`config.mk`:
```
export PLATFORM = sky130hd
export DESIGN_NAME = spdrx_top
export DESIGN_NICKNAME = d
export VERILOG_FILES = /design/src/rtl/spdrx_pkg.sv /design/src/rtl/spdrx_slot_sampler.sv /design/src/rtl/spdrx_decode.sv /design/src/rtl/spdrx_outreg.sv /design/src/rtl/spdrx_top.sv
export SDC_FILE = /design/constraint.sdc
export NUM_CORES = 1
export LEC_CHECK = 0
export BUFFER_PORTS_ARGS = -buffer_cell sky130_fd_sc_hd__clkbuf_2
export CORE_MARGIN = 10
export CORE_UTILIZATION = 40
export CTS_BUF_LIST = sky130_fd_sc_hd__clkbuf_4 sky130_fd_sc_hd__clkbuf_8 sky130_fd_sc_hd__clkbuf_16
export DETAILED_ROUTE_END_ITERATION = 10
export PLACE_DENSITY_LB_ADDON = 0.12
export SLEW_MARGIN = 20
export SYNTH_ARGS = -nofsm -noshare
export SYNTH_HDL_FRONTEND = slang
export SYNTH_SLANG_ARGS = --single-unit
```
`constraint.sdc`:
```
create_clock -name clk -period 3.6 [get_ports clk]
set_input_delay 0.36 -clock clk [delete_from_list [all_inputs] [get_ports clk]]
set_output_delay 0.36 -clock clk [all_outputs]
set_load 0.05 [all_outputs]
```
`src/rtl/spdrx_pkg.sv`:
```
package spdrx_pkg;

  // Slot counts of one subframe
  localparam int SLOTS      = 64;
  localparam int LEAD_SLOTS = 4;
  localparam int CAP_SLOTS  = SLOTS - LEAD_SLOTS;

  // Leading slots implied by the framing edge: slots 2..0 high, slot 3 low
  localparam logic [LEAD_SLOTS-1:0] LEAD_PATTERN = 4'b0111;

  // Preamble slot patterns, slot 0 in bit 0
  localparam logic [7:0] PRE_BLOCK = 8'h17;
  localparam logic [7:0] PRE_ODD   = 8'h27;
  localparam logic [7:0] PRE_EVEN  = 8'h47;

  // Decoded bit positions
  localparam int AUD_LSB   = 4;
  localparam int AUD_MSB   = 27;
  localparam int VFLAG_BIT = 28;
  localparam int PAR_BIT   = 31;

  // Output width selection codes
  localparam logic [1:0] WSEL_16 = 2'd0;
  localparam logic [1:0] WSEL_20 = 2'd1;

  typedef enum logic {
    ST_IDLE = 1'b0,
    ST_RUN  = 1'b1
  } slot_state_t;

endpackage

```
`src/rtl/spdrx_slot_sampler.sv`:
```
module spdrx_slot_sampler
  import spdrx_pkg::*;
#(
  parameter int DIV_W = 8
) (
  input  logic              clk,
  input  logic              rst_n,
  input  logic              line_in,
  input  logic [DIV_W-1:0]  slot_div,
  output logic              frame_done,
  output logic [SLOTS-1:0]  frame_slots
);

  localparam int CW = DIV_W + 1;
  localparam logic [5:0] LAST_IDX = 6'(CAP_SLOTS - 1);

  slot_state_t             state;
  logic                    line_d1, line_d2;
  logic [CW-1:0]           cnt;
  logic [5:0]              nsamp;
  logic [CAP_SLOTS-1:0]    cap_sr;
  logic                    fall;

  assign fall = line_d2 & ~line_d1;
  assign frame_slots = {cap_sr, LEAD_PATTERN};

  always_ff @(posedge clk or negedge rst_n) begin
    if (!rst_n) begin
      line_d1 <= 1'b0;
      line_d2 <= 1'b0;
    end else begin
      line_d1 <= line_in;
      line_d2 <= line_d1;
    end
  end

  always_ff @(posedge clk or negedge rst_n) begin
    if (!rst_n) begin
      state      <= ST_IDLE;
      cnt        <= '0;
      nsamp      <= '0;
      cap_sr     <= '0;
      frame_done <= 1'b0;
    end else begin
      frame_done <= 1'b0;
      unique case (state)
        ST_IDLE: begin
          if (fall) begin
            state <= ST_RUN;
            nsamp <= '0;
            // first capture one and a half periods after the edge
            cnt   <= CW'(slot_div) + CW'(slot_div >> 1) - CW'(1);
          end
        end
        ST_RUN: begin
          if (cnt == '0) begin
            cap_sr <= {line_d1, cap_sr[CAP_SLOTS-1:1]};
            cnt    <= CW'(slot_div) - CW'(1);
            if (nsamp == LAST_IDX) begin
              state      <= ST_IDLE;
              frame_done <= 1'b1;
            end else begin
              nsamp <= nsamp + 6'd1;
            end
          end else begin
            cnt <= cnt - CW'(1);
          end
        end
        default: state <= ST_IDLE;
      endcase
    end
  end

  AST_DIV_FLOOR: assert property (@(posedge clk) disable iff (!rst_n)
    (state == ST_RUN) |-> (slot_div >= DIV_W'(4)));

  AST_DIV_HELD: assert property (@(posedge clk) disable iff (!rst_n)
    (state == ST_RUN && $past(state == ST_RUN)) |-> $stable(slot_div));

endmodule

```
`src/rtl/spdrx_decode.sv`:
```
module spdrx_decode
  import spdrx_pkg::*;
#(
  parameter int AUD_W = 24
) (
  input  logic [SLOTS-1:0] frame_slots,
  input  logic [7:0]       exp_pre,
  input  logic [1:0]       width_sel,
  output logic             pre_ok,
  output logic             par_ok,
  output logic             vflag,
  output logic [AUD_W-1:0] sample
);

  logic [PAR_BIT:AUD_LSB] bits;
  logic [AUD_W-1:0]       audio;

  for (genvar k = AUD_LSB; k <= PAR_BIT; k++) begin : g_pair
    assign bits[k] = frame_slots[2*k] ^ frame_slots[2*k+1];
  end

  assign audio  = bits[AUD_MSB:AUD_LSB];
  assign vflag  = bits[VFLAG_BIT];
  assign par_ok = ~(^bits);
  assign pre_ok = (frame_slots[7:0] == exp_pre);

  always_comb begin
    unique case (width_sel)
      WSEL_16: sample = audio >> (AUD_W - 16);
      WSEL_20: sample = audio >> (AUD_W - 20);
      default: sample = audio;
    endcase
  end

endmodule

```
`src/rtl/spdrx_outreg.sv`:
```
module spdrx_outreg #(
  parameter int AUD_W = 24
) (
  input  logic             clk,
  input  logic             rst_n,
  input  logic             load,
  input  logic [AUD_W-1:0] load_data,
  input  logic             load_chan,
  input  logic             out_ready,
  output logic             out_valid,
  output logic [AUD_W-1:0] out_data,
  output logic             out_chan
);

  logic room;
  assign room = ~out_valid | out_ready;

  always_ff @(posedge clk or negedge rst_n) begin
    if (!rst_n) begin
      out_valid <= 1'b0;
      out_data  <= '0;
      out_chan  <= 1'b0;
    end else if (load && room) begin
      out_valid <= 1'b1;
      out_data  <= load_data;
      out_chan  <= load_chan;
    end else if (out_valid && out_ready) begin
      out_valid <= 1'b0;
    end
  end

  AST_HOLD_STABLE: assert property (@(posedge clk) disable iff (!rst_n)
    (out_valid && !out_ready) |=> (out_valid && $stable(out_data) && $stable(out_chan)));

  AST_TAKE_CLEARS: assert property (@(posedge clk) disable iff (!rst_n)
    (out_valid && out_ready && !load) |=> !out_valid);

endmodule

```
`src/rtl/spdrx_top.sv`:
```
module spdrx_top
  import spdrx_pkg::*;
#(
  parameter int DIV_W     = 8,
  parameter int AUD_W     = 24,
  parameter int BLOCK_LEN = 384
) (
  input  logic             clk,
  input  logic             rst_n,
  input  logic             line_in,
  input  logic [DIV_W-1:0] slot_div,
  input  logic [1:0]       width_sel,
  output logic             out_valid,
  input  logic             out_ready,
  output logic [AUD_W-1:0] out_data,
  output logic             out_chan,
  output logic             err_preamble,
  output logic             err_parity
);

  localparam int SF_W = $clog2(BLOCK_LEN);
  localparam logic [SF_W-1:0] SF_LAST = SF_W'(BLOCK_LEN - 1);

  logic             frame_done;
  logic [SLOTS-1:0] frame_slots;
  logic [SF_W-1:0]  sf_idx;
  logic [7:0]       exp_pre;
  logic             pre_ok, par_ok, vflag;
  logic [AUD_W-1:0] sample;
  logic             accept;

  spdrx_slot_sampler #(.DIV_W(DIV_W)) u_sampler (
    .clk         (clk),
    .rst_n       (rst_n),
    .line_in     (line_in),
    .slot_div    (slot_div),
    .frame_done  (frame_done),
    .frame_slots (frame_slots)
  );

  always_comb begin
    if (sf_idx == '0)     exp_pre = PRE_BLOCK;
    else if (sf_idx[0])   exp_pre = PRE_ODD;
    else                  exp_pre = PRE_EVEN;
  end

  spdrx_decode #(.AUD_W(AUD_W)) u_decode (
    .frame_slots (frame_slots),
    .exp_pre     (exp_pre),
    .width_sel   (width_sel),
    .pre_ok      (pre_ok),
    .par_ok      (par_ok),
    .vflag       (vflag),
    .sample      (sample)
  );

  assign accept = frame_done & pre_ok & par_ok & ~vflag;

  always_ff @(posedge clk or negedge rst_n) begin
    if (!rst_n) begin
      sf_idx       <= '0;
      err_preamble <= 1'b0;
      err_parity   <= 1'b0;
    end else if (frame_done) begin
      sf_idx       <= (sf_idx == SF_LAST) ? '0 : sf_idx + SF_W'(1);
      err_preamble <= err_preamble | ~pre_ok;
      err_parity   <= err_parity | ~par_ok;
    end
  end

  spdrx_outreg #(.AUD_W(AUD_W)) u_outreg (
    .clk       (clk),
    .rst_n     (rst_n),
    .load      (accept),
    .load_data (sample),
    .load_chan (sf_idx[0]),
    .out_ready (out_ready),
    .out_valid (out_valid),
    .out_data  (out_data),
    .out_chan  (out_chan)
  );

  AST_SF_RANGE: assert property (@(posedge clk) disable iff (!rst_n)
    sf_idx <= SF_LAST);

  AST_LOAD_GOOD: assert property (@(posedge clk) disable iff (!rst_n)
    $rose(out_valid) |-> $past(frame_done && pre_ok && par_ok && !vflag));

  AST_PRE_STICKY: assert property (@(posedge clk) disable iff (!rst_n)
    err_preamble |=> err_preamble);

  AST_PAR_STICKY: assert property (@(posedge clk) disable iff (!rst_n)
    err_parity |=> err_parity);

endmodule

```
==> key figures <==
Place
  – Cells after DPL: 814
  – Routability cong.: 0.855
  – Pre-CTS WS: 0.677 ns
  – Dpl hpwl: 9370 um
  – I/O Buffers: 41

Layout
  – Layout cell share with drive strength beyond 1: 0.273
  – P&R area growth vs syn: 17.0%
  – Layout Cells excl Fill: 845
  – Nets: 651
  – Ant diodes: 0

CTS
  – Maximum clock path buffer count: 2
  – Sink Count: 116
  – Clock tree from TritonCTS: built
  – Post-CTS sizing: 0
  – TritonCTS buffer count: 17
  – Setup bufs post-CTS: 0
  – Root buf cell: clkbuf_16
  – Clock transition at path regs: 0.05 ns
  – Cts hold-fix bufs: 0
  – Clk_lat worst skew: 0.42 ns
  – H-tree depth: 4

Floorplan
  – Boundary pin count: 42
  – Die footprint: 21400 um^2
  – Floorplan row count: 46
  – Height of the die: 146 um
  – Chip width: 146 um
  – Initial cell density of the core: 0.405
  – Std-Cell Core Area: 15800 um^2

Global route
  – First-pass GRT wire length: 22300 um
  – Overflow after GRT: 0
  – Largest net degree at the start of global routing: 82
  – Total GRT Usage: 0.128
  – Initial antenna violation count: 0
  – Vias in the first global route: 4338

STA
  – Relative slew slack: 0.461
  – Maximum clock frequency: 342 MHz
  – Final min period: 2.93 ns
  – Setup TNS: 0 ns
  – Count of pins over their slew limit: 0
  – Final Setup Violations: 0
  – RSZ-0062 raised after global routing: false
  – Hold violation count in the final report: 2
  – Period utilisation layout: 0.813
  – Hold slack: -0.000740 ns
  – Slew @ Worst Pin: 0.808 ns
  – PnR worst setup slack: 0.674 ns
  – Final Skew: 0.00814 ns

Drt
  – Post-route ant nets: 0
  – DRC: 0
  – Final WL: 13200 um
  – Via density: 4.94
  – Vias: 4173
  – DR WL/cell: 15.6 um
  – DRT iter0 DRCs: 182
  – DRT Pass-1 Iters: 4

Logic synthesis
  – Count leader, synth: dfrtp_1
  – Synth area leader: dfrtp_1
  – Top FF cell, synth: dfrtp_1
  – Async set-or-reset flop fraction in the synthesized netlist: 1.00
  – Post-Syn Area: 6390 um^2
  – Sequential area share after synthesis: 0.454
  – Yosys reg bits: 116
  – Top cells by area, synth: dfrtp_1 45%, mux2_2 12%, xnor2_1 7.0%, mux2_4 3.8%, ha_1 3.5%
  – Syn avg cell area: 11.1 um^2
  – EDFF count, synth: 0
  – Synth cell types: 49
  – Gate Count Post-Synth: 575
  – Syn nets: 609
  – Synth top area share: 0.454
  – Top cells by count, synth: 116 x dfrtp_1, 66 x mux2_2, 51 x xnor2_1, 47 x nor2_1, 40 x a21oi_1
  – Yosys warns: 0

Power and ir drop
  – Sequential power share: 0.386
  – Switching share of power: 0.235
  – Comb pwr share: 0.099
  – Internal power: 2.87 mW
  – Leakage: 3.66 nW
  – VDD IR max: 0.328 mV
  – Pwr dens: 501 nW/um^2
  – Clock share of power: 0.514
  – Sw Pwr: 880 uW

Min path
  – Min-Delay Path Class: in -> async

Setup path
  – Crit path DAT: 3.23 ns
  – Critical Path Fanout Max: 11
  – Critical Path Sink Type: flop
  – Critical path type: reg -> reg
  – Req. time, crit path: 3.90 ns
  – CP Launch Type: flop

Status
  – Status: finished, violations left
  – Failing checks: negative hold slack

Job
  – MaxCap Viol Count: 0
==> power groups by stage <==
stage               sequential [mW]  clock, mW  combinational (mW)
detailed placement             1.46          0               0.374
global route                   1.45       2.03               0.430
floorplan                      1.44          0               0.290
CTS                            1.44       1.96               0.376
finish                         1.45       1.93               0.372
global placement               1.46          0               0.367
==> worst paths after layout <==
| kind | startpoint | end | slack [ns] | cells after the start |
|---|---|---|---|---|
| min in group clk | line_in | u_sampler.line_d1 | 0.05 | 1 |
| worst max-delay path | u_sampler.cnt[1] | u_sampler.cnt[6] | 0.67 | 11 |
| worst min register to register | u_sampler.line_d1 | u_sampler.line_d2 | 0.43 | 0 |
| worst max register to register | u_sampler.cnt[1] | u_sampler.cnt[6] | 0.67 | 11 |
| max in group asynchronous | rst_n | u_sampler.state | 2.80 | 2 |
| worst min-delay path | rst_n | u_outreg.out_data[21] | -0.0007 | 1 |
==> logic make-up after synthesis <==
logic type,after synthesis,synth area share
adder cells (fa/ha/maj),20,0.0415
XOR/XNOR,78,0.120
AND/OR/NAND/NOR,121,0.0927
flip-flops,116,0.454
multiplexers,95,0.174
buffers and inverters,54,0.0351
AO/OA/AOI/OAI,91,0.0823
==> sequential cells by signal (all words and copies together) (netlist names) <==
register and cells:
u_sampler.line_d1 1, u_outreg.out_chan 1, u_outreg.out_valid 1, err_preamble 1, err_parity 1, u_sampler.frame_done 1, u_sampler.cnt 9, u_sampler.cap_sr 60
u_sampler.state 1, u_sampler.nsamp 6, sf_idx 9, u_sampler.line_d2 1, u_outreg.out_data 24
==> worst max-delay path, cell delays in order (launching register included) <==
cell      delay, ns
dfrtp_1        0.40
or4_1          0.69
nor4b_4        0.37
buf_4          0.23
a21oi_1        0.11
ha_1           0.23
nand2_1        0.13
or3_1          0.16
a211oi_1       0.05
o21ai_0        0.17
nand4_1        0.11
o21a_1         0.16
==> area by class of cell <==
cell class	count	area [um^2]
Timing Repair Buffer	47	256
Fill cell	1480	8290
Sequential cell	116	2900
Tap cell	216	270
Clock inverter	10	203
Multi-Input combinational cell	405	3260
Inverter	30	113
Clock buffer	21	468
==> metal layers <==
metal | wire length [um] | vias up | track usage
met5 | 0 | - | 0
met4 | 243 | 0 | 0.0576
met2 | 6150 | 59 | 0.202
met3 | 428 | 19 | 0.0349
met1 | 6370 | 2029 | 0.160
li1 | - | 2066 | -
==> stage by stage <==
stage | total power, mW | cell area, um^2 | utilization
global route | 3.92 | 7480 | 0.474
floorplan | 1.73 | 6390 | -
CTS | 3.78 | 7470 | 0.474
global placement | 1.83 | 6800 | 0.431
detailed placement | 1.84 | 6800 | 0.431
finish | 3.75 | 7480 | 0.474
==> cell usage in the layout, fill, tap and decap left out, types with 6 or more instances in the layout <==
cell type  instances
nor2_1            47
o21ai_0           24
a211oi_1           7
ha_1              18
clkbuf_2          40
nand4_1            6
nand2_1           29
dfrtp_1          116
inv_1             30
xnor2_1           51
mux2_4            16
mux2i_1           13
buf_4              6
a21oi_1           40
xnor2_2            6
clkbuf_16         17
nor3_1             7
xor2_1            18
bufinv_16          6
mux2_2            66
Note: power is estimated with default switching activity, not from simulation.
